--- config.mk ---
export PLATFORM = sky130hd
export DESIGN_NAME = vec_elem_stepper
export DESIGN_NICKNAME = d
export VERILOG_FILES = /design/src/rtl/vstep_pkg.sv /design/src/rtl/vstep_side.sv /design/src/rtl/vstep_ctrl.sv /design/src/rtl/vstep_cond.sv /design/src/rtl/vec_elem_stepper.sv
export SDC_FILE = /design/constraint.sdc
export NUM_CORES = 1
export LEC_CHECK = 0
export BUFFER_PORTS_ARGS = -buffer_cell sky130_fd_sc_hd__buf_2
export CORE_UTILIZATION = 42
export CTS_CLUSTER_DIAMETER = 150
export CTS_CLUSTER_SIZE = 40
export DETAILED_ROUTE_END_ITERATION = 10
export PLACE_DENSITY = 0.72
export SLEW_MARGIN = 25
export SYNTH_ARGS = -nofsm -noshare
export SYNTH_HDL_FRONTEND = slang
export SYNTH_SLANG_ARGS = --single-unit
--- constraint.sdc ---
create_clock -name clk_i -period 4.3 [get_ports clk_i]
set_input_delay 0.43 -clock clk_i [delete_from_list [all_inputs] [get_ports clk_i]]
set_output_delay 0.43 -clock clk_i [all_outputs]
set_load 0.05 [all_outputs]
--- src/rtl/vstep_pkg.sv ---
package vstep_pkg;
  localparam int STEP_W     = 7;
  localparam int SUB_W      = 2;
  localparam int COND_W     = 4;
  localparam int NUM_SHAPES = 4;
  localparam int END_W      = COND_W - 1;
  localparam int SEL_W      = $clog2(NUM_SHAPES);

  typedef struct packed {
    logic src_end;
    logic dst_end;
  } side_end_t;
endpackage

--- src/rtl/vstep_side.sv ---
module vstep_side #(
  parameter int STEP_W = 7,
  parameter int SUB_W  = 2
) (
  input  logic              clk_i,
  input  logic              rst_ni,
  input  logic [STEP_W-1:0] vl_i,
  input  logic [SUB_W-1:0]  subvl_i,
  input  logic              adv_i,
  input  logic              clr_i,
  output logic [STEP_W-1:0] step_o,
  output logic [SUB_W-1:0]  sub_o,
  output logic              at_end_o
);
  logic [STEP_W-1:0] step_q;
  logic [SUB_W-1:0]  sub_q;
  logic              last_sub, last_step;

  assign last_sub  = (sub_q == subvl_i);
  assign last_step = (step_q == vl_i - STEP_W'(1));
  assign at_end_o  = last_sub & last_step;

  always_ff @(posedge clk_i or negedge rst_ni) begin
    if (!rst_ni) begin
      step_q <= '0;
      sub_q  <= '0;
    end else if (clr_i) begin
      step_q <= '0;
      sub_q  <= '0;
    end else if (adv_i && !at_end_o) begin
      if (last_sub) begin
        step_q <= step_q + STEP_W'(1);
        sub_q  <= '0;
      end else begin
        sub_q <= sub_q + SUB_W'(1);
      end
    end
  end

  assign step_o = step_q;
  assign sub_o  = sub_q;

  assert_sub_inc_R2: assert property (@(posedge clk_i) disable iff (!rst_ni)
    (adv_i && !clr_i && !at_end_o && !last_sub) |=>
      (sub_q == $past(sub_q) + SUB_W'(1)) && (step_q == $past(step_q)));

  assert_step_inc_R3: assert property (@(posedge clk_i) disable iff (!rst_ni)
    (adv_i && !clr_i && !at_end_o && last_sub) |=>
      (step_q == $past(step_q) + STEP_W'(1)) && (sub_q == '0));

  assert_hold_idle_R5: assert property (@(posedge clk_i) disable iff (!rst_ni)
    (!adv_i && !clr_i) |=> $stable(step_q) && $stable(sub_q));
endmodule

--- src/rtl/vstep_ctrl.sv ---
module vstep_ctrl
  import vstep_pkg::*;
#(
  parameter int STEP_W = 7
) (
  input  logic              clk_i,
  input  logic              rst_ni,
  input  logic [STEP_W-1:0] vl_i,
  input  logic              is_vector_i,
  input  logic              advance_i,
  input  logic              loop_rst_i,
  input  logic              src_en_i,
  input  logic              dst_en_i,
  input  side_end_t         ends_i,
  output logic              adv_src_o,
  output logic              adv_dst_o,
  output logic              clr_o,
  output logic              end_o,
  output logic              step_ok_o
);
  logic vl_zero, live, hit;

  assign vl_zero   = (vl_i == '0);
  assign live      = advance_i & ~loop_rst_i;
  // either side's end-point ends the loop
  assign hit       = ends_i.src_end | ends_i.dst_end;
  assign end_o     = live & (vl_zero | ~is_vector_i | hit);
  assign clr_o     = loop_rst_i | (end_o & ~vl_zero);
  assign adv_src_o = live & ~end_o & src_en_i;
  assign adv_dst_o = live & ~end_o & dst_en_i;
  assign step_ok_o = live;

  assert_quiet_end_R10: assert property (@(posedge clk_i) disable iff (!rst_ni)
    !advance_i |-> !end_o);

  assert_rst_priority_R6: assert property (@(posedge clk_i) disable iff (!rst_ni)
    loop_rst_i |-> !end_o && !adv_src_o && !adv_dst_o);
endmodule

--- src/rtl/vstep_cond.sv ---
module vstep_cond
  import vstep_pkg::*;
#(
  parameter int NSHAPE = 4,
  parameter int EW     = 3,
  localparam int SW    = (NSHAPE > 1) ? $clog2(NSHAPE) : 1
) (
  input  logic                 rc_en_i,
  input  logic                 step_ok_i,
  input  logic                 end_i,
  input  logic [SW-1:0]        sel_i,
  input  logic [NSHAPE*EW-1:0] ends_flat_i,
  output logic [EW:0]          cr_o,
  output logic                 cr_valid_o
);
  logic [EW-1:0] ends_arr [NSHAPE];

  for (genvar k = 0; k < NSHAPE; k++) begin : g_shape
    assign ends_arr[k] = ends_flat_i[k*EW +: EW];
  end

  assign cr_valid_o = rc_en_i & step_ok_i;
  assign cr_o       = cr_valid_o ? {~ends_arr[sel_i], end_i} : '0;
endmodule

--- src/rtl/vec_elem_stepper.sv ---
module vec_elem_stepper
  import vstep_pkg::*;
#(
  parameter int SW_STEP = STEP_W,
  parameter int SW_SUB  = SUB_W,
  parameter int NSHAPE  = NUM_SHAPES,
  localparam int EW     = END_W,
  localparam int SLW    = SEL_W
) (
  input  logic                 clk_i,
  input  logic                 rst_ni,
  input  logic [SW_STEP-1:0]   vl_i,
  input  logic [SW_SUB-1:0]    subvl_i,
  input  logic                 is_vector_i,
  input  logic                 advance_i,
  input  logic                 loop_rst_i,
  input  logic                 src_en_i,
  input  logic                 dst_en_i,
  input  logic                 rc_en_i,
  input  logic [SLW-1:0]       shape_sel_i,
  input  logic [NSHAPE*EW-1:0] shape_ends_i,
  output logic [SW_STEP-1:0]   src_step_o,
  output logic [SW_SUB-1:0]    src_sub_o,
  output logic [SW_STEP-1:0]   dst_step_o,
  output logic [SW_SUB-1:0]    dst_sub_o,
  output logic                 end_o,
  output logic [EW:0]          cr_o,
  output logic                 cr_valid_o
);
  side_end_t ends;
  logic      adv_src, adv_dst, clr, step_ok;
  logic      adv_side [2];
  logic [SW_STEP-1:0] step_side [2];
  logic [SW_SUB-1:0]  sub_side  [2];
  logic               end_side  [2];

  assign adv_side[0] = adv_src;
  assign adv_side[1] = adv_dst;

  for (genvar s = 0; s < 2; s++) begin : g_side
    vstep_side #(.STEP_W(SW_STEP), .SUB_W(SW_SUB)) u_side (
      .clk_i    (clk_i),
      .rst_ni   (rst_ni),
      .vl_i     (vl_i),
      .subvl_i  (subvl_i),
      .adv_i    (adv_side[s]),
      .clr_i    (clr),
      .step_o   (step_side[s]),
      .sub_o    (sub_side[s]),
      .at_end_o (end_side[s])
    );
  end

  assign ends.src_end = end_side[0];
  assign ends.dst_end = end_side[1];

  vstep_ctrl #(.STEP_W(SW_STEP)) u_ctrl (
    .clk_i       (clk_i),
    .rst_ni      (rst_ni),
    .vl_i        (vl_i),
    .is_vector_i (is_vector_i),
    .advance_i   (advance_i),
    .loop_rst_i  (loop_rst_i),
    .src_en_i    (src_en_i),
    .dst_en_i    (dst_en_i),
    .ends_i      (ends),
    .adv_src_o   (adv_src),
    .adv_dst_o   (adv_dst),
    .clr_o       (clr),
    .end_o       (end_o),
    .step_ok_o   (step_ok)
  );

  vstep_cond #(.NSHAPE(NSHAPE), .EW(EW)) u_cond (
    .rc_en_i     (rc_en_i),
    .step_ok_i   (step_ok),
    .end_i       (end_o),
    .sel_i       (shape_sel_i),
    .ends_flat_i (shape_ends_i),
    .cr_o        (cr_o),
    .cr_valid_o  (cr_valid_o)
  );

  assign src_step_o = step_side[0];
  assign src_sub_o  = sub_side[0];
  assign dst_step_o = step_side[1];
  assign dst_sub_o  = sub_side[1];

  assert_end_clears_R4: assert property (@(posedge clk_i) disable iff (!rst_ni)
    (end_o && vl_i != '0) |=>
      (src_step_o == '0) && (src_sub_o == '0) && (dst_step_o == '0) && (dst_sub_o == '0));

  assert_loop_rst_R6: assert property (@(posedge clk_i) disable iff (!rst_ni)
    loop_rst_i |=>
      (src_step_o == '0) && (src_sub_o == '0) && (dst_step_o == '0) && (dst_sub_o == '0));

  assert_zero_vl_hold_R8: assert property (@(posedge clk_i) disable iff (!rst_ni)
    (advance_i && !loop_rst_i && vl_i == '0) |=>
      $stable(src_step_o) && $stable(src_sub_o) && $stable(dst_step_o) && $stable(dst_sub_o));

  assert_cond_end_bit_R9: assert property (@(posedge clk_i) disable iff (!rst_ni)
    cr_valid_o |-> (cr_o[0] == end_o));

  assert_scalar_end_R7: assert property (@(posedge clk_i) disable iff (!rst_ni)
    (advance_i && !loop_rst_i && !is_vector_i) |-> end_o);
endmodule

-- After elaboration in Yosys (flattened, before gate mapping)
Cells that the tools add are included.
- register bits: 18
- output and inout bits: 24
- input port bits: 31
- word-level logic and storage cells: 60
- add/sub/neg operators: 5
- magnitude comparators: 1
- multiplexer cells: 16
- reductions and logical operators: 11
- bitwise logic cells: 19
- equal/unequal tests: 4
- operators by type and width (kind ; count):
    two-way mux 7 bit ; 6
    adder 7 x 1 -> 7 bit (second input constant) ; 2
    equality test 7 bit ; 2
    two-way mux 2 bit ; 6
    bitwise AND 1 bit ; 9
    nonzero test 2 bit ; 4
    logical NOT 7 bit ; 1
    subtractor 7 x 1 -> 7 bit (second input constant) ; 1
    binary-select mux 3 bit (select 2 bit) ; 1
    two-way mux 3 bit ; 2
    adder 2 x 1 -> 2 bit (second input constant) ; 2
    equality test 2 bit ; 2
    two-way mux 4 bit ; 1
    NOT 1 bit ; 4
    OR 1 bit ; 4
    AND reduction 2 bit ; 2
    >= comparator 3 bit (second input constant) ; 1
    NOT 2 -> 3 bit ; 1
    NOT 3 bit ; 1
    logical AND 1 bit ; 2
    logical NOT 1 bit ; 2

-- Depth between registers and ports, before layout
- depth in word-level cells: 12
- gate-level depth with buffers: 11
- depth with buffers taken out: 9

-- Hierarchy
A second synthesis with hierarchy kept.
- cell total of the unflattened synthesis: 185
- area total of the unflattened synthesis: 1605.3 um^2
- by module, submodules not included (module ; cells an instance ; area each (um^2) ; seq. area each (um^2) ; times used):
    vstep_side ; 83 ; 714.4 ; 225.2 ; 2
    vstep_cond ; 9 ; 103.8 ; 0.0 ; 1
    vstep_ctrl ; 10 ; 72.6 ; 0.0 ; 1

-- Worst setup path before layout
Ideal clock, no wire load.
- kind: input port to output port
- start point: input vl_i[0]
- end point: output end_o
- data arrival time: 2820 ps
- path buffers: 1
- data required time: 3870 ps
- path slack: 1050 ps
- stages on the path: 9
- path through: buf_2 > inv_1 > ha_1 > nor3b_2 > o32ai_1 > a2111oi_2 > nand4_1 > and3_4 > nor2b_1
- word-level cells in the longest chain between the ends: 6
- elaborated cells on any way between the ends: 10
- classes of those cells: add/sub: 1; eq/ne: 2; bitwise: 6; reduce/logical: 1
- ends and longest elaborated chain (element ; RTL line ; text):
    start: declaration ; vec_elem_stepper.sv:12 ; input logic [SW_STEP-1:0] vl_i,
    subtractor 7 x 1 -> 7 bit ; vstep_side.sv:20 ; assign last_step = (step_q == vl_i - STEP_W'(1));
    equality test 7 bit ; vstep_side.sv:20 ;
    bitwise AND 1 bit ; vstep_side.sv:21 ; assign at_end_o = last_sub & last_step;
    OR 1 bit ; vstep_ctrl.sv:26 ; assign hit = ends_i.src_end | ends_i.dst_end;
    OR 1 bit (*) ; vstep_ctrl.sv:27 ; assign end_o = live & (vl_zero | ~is_vector_i | hit);
    bitwise AND 1 bit (*) ; vstep_ctrl.sv:27 ;
    end: declaration ; vec_elem_stepper.sv:26 ; output logic end_o,
Mark *: on every way between the ends. The rest lies on a longest branch, timed or not.

-- Worst setup path in the final report
Ends and elaborated chain as after synthesis.

==> results.ini <==
[power]
internal_power_mw=0.287
comb_power_share_pct=22.1
pwr-share-clk_pct=35.0
power_density_nw_per_um2=202
seq_power_share_pct=42.9
peakVddDrop_uv=133
switching_share_pct=27.9
p_switching_mw=0.111
power.total_mw=0.398
power.leakage_nw=0.858

[sta]
timing.setup.tns_ps=0
fin_crit_sh_pct=73.4
post-route-min-period_ps=3160
tightestPinTransition_ps=505
slew_headroom_pct=66.4
slew_violations=0
finalSetupViolCount=0
finClkSkew_ps=1.85
final-hold-violation-count=0
timing.fmax_mhz=317
rsz0062_at_grt=no

[worst_setup_path]
worstSetupPathType=in -> out
crit_family=simple AND/OR/NAND/NOR gates
worstReg2RegStart=g_side[0].u_side.step_o[5]
r2r_cells=7
cp.buffers_inverters=3
required_ps=3870
cp.arrival_ps=2730
end_kind=output port
rrSetupSlack_ps=1640
cp_max_fo=7
reg2reg_to=g_side[1].u_side.sub_o[1]
cp-endpoint=end_o
crit_chain=buf_2, inv_1, ha_1, nor3b_2, o32ai_1, a2111oi_2, nand4_1, and3_4, nor2b_1, buf_2
crit_cells=10
setup.worst_path.start_class=input port
startpoint=vl_i[0]
slowest_delay_ps=480
cp_slowest_cell=a2111oi_2
path_common_cell=buf_2

[synthesis]
synthesis.nets=214
yosys-top-cells-area=dfrtp_1 27%, o31ai_1 5.0%, or4_1 5.0%
yosysSeqAreaShare_pct=27.5
yosys_warnings=0
synthCells=179
avgSynthCellArea_um2=9.16
synth_flop_cell=dfrtp_1
synth-async-reset-ratio_pct=100
synth_top_area_cell=dfrtp_1
synthTopCellsByCount=18 x dfrtp_1, 15 x a21oi_1, 14 x nand2_1
synth_cell_type_count=44
synth_top_area_share_pct=27.5
synth_edf_count=0
yosys_register_bits=18
yosysMostFrequentCell=dfrtp_1
netlist_area_um2=1640

[final_layout]
layout.cells.non_filler=276
filler_cell_count=374
fin_nets=264
syn2layout_area_growth_pct=20.1
antennaDiodeCount=0
seqCellArea_um2=450
multiInputGateArea_um2=1100
drive_gt1_share_pct=32.0

[drt]
viasPerCell=5.64
drc_errors=0
ant_nets=0
first_iter_violations=79
vias=1558
finalWirelength_mm=3.89
firstDrtPassIters=4
routedWlPerCell_um=14.1

[floorplanning]
ios=55
dieHeight_um=64.5
start_util_pct=44.1
die_area_um2=4160
coreArea_um2=3720
row_count=22
dieWidth_um=64.5

[run]
cap_violations=0

[clock_network]
cts_buffers=3
cts_buffer_depth=2
cts.sinks=18
cts_resized=0
worstSkewPairLatency_ps=250
path_clk_slew_ps=70
postCtsHoldBufs=0
cts_tree=built
htreeDepth=1
cts_setup_buffers=0
cts_root_buf=clkbuf_8

[grt]
gr-total-overflow=0
grt_pass1_wl_mm=6.20
antenna_found_initial=0
grt_pass1_vias=1371
grt_max_degree=19
track_usage_pct=19.1

[outcome]
run_status=finished, final reports clean

[place]
post-place-cells=272
hpwl_mm=2.92
portBuffers=54
place_congestion=0.925

[hold_path]
hold_path.class=in -> async

[power by group through the flow]
stage               sequential, mW  combinational [mW]  clock [mW]
detailed placement           0.174              0.0886           0
floorplan                    0.176              0.0584           0
CTS                          0.171              0.0889       0.144
global placement             0.174              0.0872           0
global route                 0.171              0.0963       0.152
finish                       0.171              0.0880       0.139
[worst min-delay path by stage]
stage,end,depth (start not counted),slack (ps),start
2_1_floorplan,g_side[0].u_side.step_o[0],0,130,rst_ni
3_3_place_gp,g_side[1].u_side.step_o[1],1,390,rst_ni
3_5_place_dp,g_side[1].u_side.step_o[0],1,400,rst_ni
4_1_cts,g_side[1].u_side.step_o[0],1,120,rst_ni
5_1_grt,g_side[1].u_side.step_o[0],1,140,rst_ni
6_report,g_side[1].u_side.step_o[0],1,110,rst_ni
[registers in the layout, indices dropped and copies added (netlist names)]
name / count
g_side.u_side.step_o: 14
g_side.u_side.sub_o: 4
[placed cells by master (no fill, tap or decap), types with 5 or more instances in the layout]
master / instances
xor2_1: 6
nand3_1: 5
or4_1: 11
o31ai_1: 11
o21ai_0: 5
nand2_1: 14
inv_1: 9
nor2_1: 7
dfrtp_1: 18
xnor2_1: 9
buf_2: 54
a21oi_1: 15
[logic make-up after synthesis]
family / Yosys count / synth area share, %
AO/OA/AOI/OAI: 43 / 19.1
adder cells (fa/ha/maj): 4 / 3.05
buffers and inverters: 18 / 5.49
AND/OR/NAND/NOR: 74 / 28.1
XOR/XNOR: 18 / 12.1
multiplexers: 4 / 4.73
flip-flops: 18 / 27.5
[stage by stage]
step / area (um^2) / utilization [%] / setup WS, ps / hold WS, ps
floorplan: 1640 / - / 1050 / 134
global placement: 1910 / 51.5 / 1110 / 394
detailed placement: 1910 / 51.5 / 978 / 402
CTS: 1970 / 53.0 / 1130 / 120
global route: 1970 / 53.0 / 1030 / 141
finish: 1970 / 53.0 / 1140 / 109
[per-layer routing]
| metal | track usage, % | wire length (um) | vias to the layer above |
|---|---|---|---|
| li1 | - | - | 772 |
| met1 | 26.0 | 1760 | 739 |
| met2 | 31.6 | 1940 | 45 |
| met3 | 2.46 | 176 | 2 |
| met4 | 5.83 | 15 | 0 |
| met5 | 0 | 0 | - |
[area by class of cell]
cell class	count	share of cell area, %
Multi-Input combinational cell	143	55.8
Sequential cell	18	22.9
Timing Repair Buffer	54	13.7
Tap cell	48	3.05
Clock buffer	4	2.80
Inverter	9	1.72
Power figures use the tool's default switching activity.
